$ cat config.mk
export PLATFORM = sky130hd
export DESIGN_NAME = bxm_unit
export DESIGN_NICKNAME = d
export VERILOG_FILES = /design/src/rtl/bxm_pkg.sv /design/src/rtl/bxm_shift_calc.sv /design/src/rtl/bxm_datapath.sv /design/src/rtl/bxm_unit.sv
export SDC_FILE = /design/constraint.sdc
export NUM_CORES = 1
export LEC_CHECK = 0
export BUFFER_PORTS_ARGS = -buffer_cell sky130_fd_sc_hd__buf_2
export CORE_MARGIN = 8
export CORE_UTILIZATION = 30
export CTS_CLUSTER_SIZE = 12
export DETAILED_ROUTE_END_ITERATION = 6
export GPL_ROUTABILITY_DRIVEN = 0
export PLACE_DENSITY_LB_ADDON = 0.05
export SYNTH_ARGS = -nofsm -noshare
export SYNTH_HDL_FRONTEND = slang
export SYNTH_SLANG_ARGS = --single-unit
$ cat constraint.sdc
create_clock -name clk -period 4.65 [get_ports clk]
set_input_delay 0.2325 -clock clk [delete_from_list [all_inputs] [get_ports clk]]
set_output_delay 0.2325 -clock clk [all_outputs]
set_load 0.01 [all_outputs]
$ cat src/rtl/bxm_pkg.sv
package bxm_pkg;
  typedef enum logic [1:0] {
    OP_INS = 2'b00,
    OP_EXT = 2'b01,
    OP_MSK = 2'b10,
    OP_RSV = 2'b11
  } bxm_op_e;

  typedef enum logic [1:0] {
    SZ_BYTE = 2'b00,
    SZ_WORD = 2'b01,
    SZ_LONG = 2'b10,
    SZ_QUAD = 2'b11
  } bxm_size_e;

  localparam int NUM_SIZES = 4;
endpackage

$ cat src/rtl/bxm_shift_calc.sv
module bxm_shift_calc #(
  parameter int DATA_W = 64,
  localparam int BYTES = DATA_W / 8,
  localparam int OFS_W = $clog2(BYTES),
  localparam int SH_W  = $clog2(DATA_W)
) (
  input  logic [OFS_W-1:0]  ofs,
  input  bxm_pkg::bxm_size_e size,
  output logic [SH_W-1:0]   sh,
  output logic [SH_W-1:0]   csh,
  output logic              sh_zero,
  output logic [DATA_W-1:0] fmask
);
  logic [DATA_W-1:0] masks [bxm_pkg::NUM_SIZES];

  for (genvar s = 0; s < bxm_pkg::NUM_SIZES; s++) begin : g_sz
    localparam int FW = ((8 << s) > DATA_W) ? DATA_W : (8 << s);
    if (FW >= DATA_W) begin : g_full
      assign masks[s] = '1;
    end else begin : g_part
      assign masks[s] = (DATA_W'(1) << FW) - DATA_W'(1);
    end
  end

  // bit shift = byte offset * 8; complement is (DATA_W - sh) mod DATA_W
  assign sh      = {ofs, 3'b000};
  assign csh     = SH_W'(0) - sh;
  assign sh_zero = (ofs == '0);
  assign fmask   = masks[size];
endmodule

$ cat src/rtl/bxm_datapath.sv
module bxm_datapath #(
  parameter int DATA_W = 64,
  localparam int SH_W = $clog2(DATA_W)
) (
  input  logic [DATA_W-1:0]  a,
  input  bxm_pkg::bxm_op_e   op,
  input  logic               hi,
  input  logic [SH_W-1:0]    sh,
  input  logic [SH_W-1:0]    csh,
  input  logic               sh_zero,
  input  logic [DATA_W-1:0]  fmask,
  output logic [DATA_W-1:0]  res
);
  logic [DATA_W-1:0] a_fld;
  logic [DATA_W-1:0] ins_lo, ins_hi;
  logic [DATA_W-1:0] ext_lo, ext_hi;
  logic [DATA_W-1:0] msk_lo, msk_hi;

  assign a_fld = a & fmask;

  always_comb begin
    ins_lo = a_fld << sh;
    ins_hi = sh_zero ? '0 : (a_fld >> csh);
    ext_lo = (a >> sh) & fmask;
    ext_hi = (sh_zero ? a : (a << csh)) & fmask;
    msk_lo = a & ~(fmask << sh);
    msk_hi = sh_zero ? a : (a & ~(fmask >> csh));
  end

  always_comb begin
    unique case (op)
      bxm_pkg::OP_INS: res = hi ? ins_hi : ins_lo;
      bxm_pkg::OP_EXT: res = hi ? ext_hi : ext_lo;
      bxm_pkg::OP_MSK: res = hi ? msk_hi : msk_lo;
      default:         res = '0;
    endcase
  end
endmodule

$ cat src/rtl/bxm_unit.sv
module bxm_unit #(
  parameter int DATA_W = 64,
  parameter int IMM_W  = 8
) (
  input  logic              clk,
  input  logic              rst,
  input  logic              in_valid,
  input  logic [1:0]        op,
  input  logic [1:0]        size,
  input  logic              hi,
  input  logic              imm_sel,
  input  logic [DATA_W-1:0] a,
  input  logic [DATA_W-1:0] b,
  input  logic [IMM_W-1:0]  imm,
  output logic              out_valid,
  output logic [DATA_W-1:0] result
);
  localparam int BYTES = DATA_W / 8;
  localparam int OFS_W = $clog2(BYTES);
  localparam int SH_W  = $clog2(DATA_W);

  logic [DATA_W-1:0] opb;
  logic [SH_W-1:0]   sh, csh;
  logic              sh_zero;
  logic [DATA_W-1:0] fmask;
  logic [DATA_W-1:0] res_c;

  assign opb = imm_sel ? DATA_W'(imm) : b;

  bxm_shift_calc #(.DATA_W(DATA_W)) u_calc (
    .ofs     (opb[OFS_W-1:0]),
    .size    (bxm_pkg::bxm_size_e'(size)),
    .sh      (sh),
    .csh     (csh),
    .sh_zero (sh_zero),
    .fmask   (fmask)
  );

  bxm_datapath #(.DATA_W(DATA_W)) u_dp (
    .a       (a),
    .op      (bxm_pkg::bxm_op_e'(op)),
    .hi      (hi),
    .sh      (sh),
    .csh     (csh),
    .sh_zero (sh_zero),
    .fmask   (fmask),
    .res     (res_c)
  );

  always_ff @(posedge clk) begin
    if (rst) begin
      out_valid <= 1'b0;
      result    <= '0;
    end else begin
      out_valid <= in_valid;
      if (in_valid) result <= res_c;
    end
  end
endmodule

==> reports/metrics.csv <==
metric,value,unit
outcome,finished clean,
synth_top_family_by_area,compound AO/OA/AOI/OAI gates,
synth_top_area_share,11.9,%
numCtsBuffers,9,
cts.root.buffer_cell,clkbuf_16,
place_area,0.0121,mm2
cts_tree,done,
synth_cell_types,92,
netlist_top_cells_area,"dfxtp_1 (12%), mux2i_1 (10%), nand2_1 (6.4%)",
postCtsSetupRepairBufs,0,
cp.arrival,3.90,ns
max-vdd-ir-drop,0.201,mV
yosysWarnings,0,
hold_buffers,0,
dp_cells,2083,
worst_slew_pin_slew,1.29,ns
cts_num_sinks,65,
power_density,240,mW/mm2
ys_ff_latch,65,
syn_area,0.0110,mm2
critPathCaptureType,register,
hold_viol,0,
clkSlewWorstSetupHoldPaths,0.06,ns
async_flop_share,0,%
cts_buffer_depth,2,
slew_viol_final,0,
fillCellCount,3986,
nNetsFinal,1773,
hpwlAfterDp,55900,um
synth_compound_area_share,39.6,%
area_delta_synth_final,12.3,%
synthTopCellsByCount,"nand2_1 (186), nor2_1 (123), clkbuf_1 (111)",
grt_first_pass_wirelength,114000,um
finalCriticalPeriod,3.59,ns
grt_pass1_vias,15098,
grt_start_max_net_pins,153,
start_util,30.2,%
p_leak,0.00474,uW
globalRouteTotalUtil,36.0,%
io_pins,210,
regToRegStartpoint,result[8],
synth_edf_count,0,
syn_nets,1729,
cp-start-kind,input port,
rsz0062_at_grt,no,
max-slew-margin-rel,13.6,%
core,0.0363,mm2
fin_area,0.0123,mm2
finalNonFillerCells,2099,
cts_resized,0,
synth_xor_xnor_area_share,0.296,%
clock_latency,0.39,ns
vias,15624,
htreeDepth,3,
reg2reg_slack,3.41,ns
crit_start,imm_sel,
synth.mux.area_fraction,15.6,%
die_area,0.0430,mm2
total_power,2960,uW
ys_seq_area_share,11.9,%
finalSetupViolCount,0,
drcViolationCount,0,
antenna_left,0,
fin_tns_setup,0,ns
fin_crit_sh,77.2,%
numPortBuffers,143,
die_h,207,um
netlist_instances,1582,
drtIter0Drc,2408,
fp.dieW,207,um
routed_wl,81100,um
crit_path_end,result[9],
row_count,70,
layout-drive-gt1-share,18.6,%
synth_adder_area_share,0.319,%
reg2regPathDepth,5,
yosys.cell_count.top_type,nand2_1,
ys.flop_type,dfxtp_1,
skew,0,ns
avgSynthCellArea,6.94,um2
rr_endpoint,result[8],
ff_latch_area,0.00130,mm2
hold_class,in2reg,
wl_per_cell,38.6,um
path_class,in2reg,
yosys.area.top_type,dfxtp_1,
synthSimpleGateAreaFrac,24.0,%
cp_max_fo,37,
cp.required,4.96,ns
firstDrtPassIters,6,
overflow,0,
antenna_found_initial,6,
via_per_inst,7.44,
maxCapViolCount,0,
max_freq,279,MHz
multi_input_area,0.00882,mm2
flip-flops by register name (all words and copies together), names as in the netlist:
name / cells
out_valid: 1
result: 64
power by group:
group | internal (uW) | switching [uW] | total, uW
Sequential | 581 | 16.2 | 598
Clock | 355 | 326 | 681
Combinational | 487 | 1190 | 1680
final cells by class:
type	count	area share [%]
antenna	2	0.0406
clock inverter	1	0.0406
inverter	15	0.518
sequential	65	10.6
tap	468	4.75
timing repair buffer	218	10.6
clock buffer	13	1.95
multi-input combinational	1317	71.6
cell usage in the layout, fill, tap and decap left out, types with 29 or more instances in the layout:
| cell type | count |
|---|---|
| a211oi_1 | 30 |
| a21oi_1 | 85 |
| a31oi_1 | 29 |
| buf_2 | 143 |
| buf_4 | 73 |
| dfxtp_1 | 65 |
| mux2i_1 | 110 |
| nand2_1 | 186 |
| nand3_1 | 80 |
| nor2_1 | 122 |
| nor3_1 | 41 |
| o211ai_1 | 39 |
| o21ai_0 | 89 |
| o22ai_1 | 54 |
critical path, cell delays in order:
cell and delay (ns):
buf_2 0.35, mux2_2 0.41, inv_2 0.08, ha_4 0.40, buf_4 0.57, a21oi_1 0.19
o31ai_2 1.02, a31oi_1 0.40, a21oi_1 0.21
logic make-up (layout without fill, tap and decap cells):
| kind of cell | Yosys count | count (layout) |
|---|---|---|
| compound gates | 600 | 600 |
| xor+xnor | 2 | 2 |
| fa+ha+maj | 3 | 3 |
| buf+inv | 200 | 247 |
| flops | 65 | 65 |
| mux | 151 | 151 |
| other cells | 0 | 2 |
| simple gates | 561 | 561 |
routing by layer:
layer	global-route usage, %	vias up	share of wire (%)
met3	12.6	412	13
met5	0.689	-	0.085
met2	51.1	1421	40
met1	44.8	7510	38
li1	-	6273	-
met4	24.9	8	8.4
stage by stage:
step	setup WS (ns)	utilization (%)	hold slack, ns
2_1_floorplan	0.990	-	0.344
3_3_place_gp	0.948	33.2	0.448
3_5_place_dp	0.900	33.2	0.449
4_1_cts	1.29	33.9	0.178
5_1_grt	1.15	33.9	0.206
6_report	1.06	33.9	0.190
worst min-delay path by stage:
stage / startpoint / to / depth (start not counted)
5_1_grt: a[62] / result[62] / 3
4_1_cts: a[62] / result[62] / 3
3_5_place_dp: result[33] / result[33] / 2
3_3_place_gp: result[33] / result[33] / 2
6_report: a[62] / result[62] / 3
2_1_floorplan: a[62] / result[62] / 2
(Power assumes the default switching activity.)
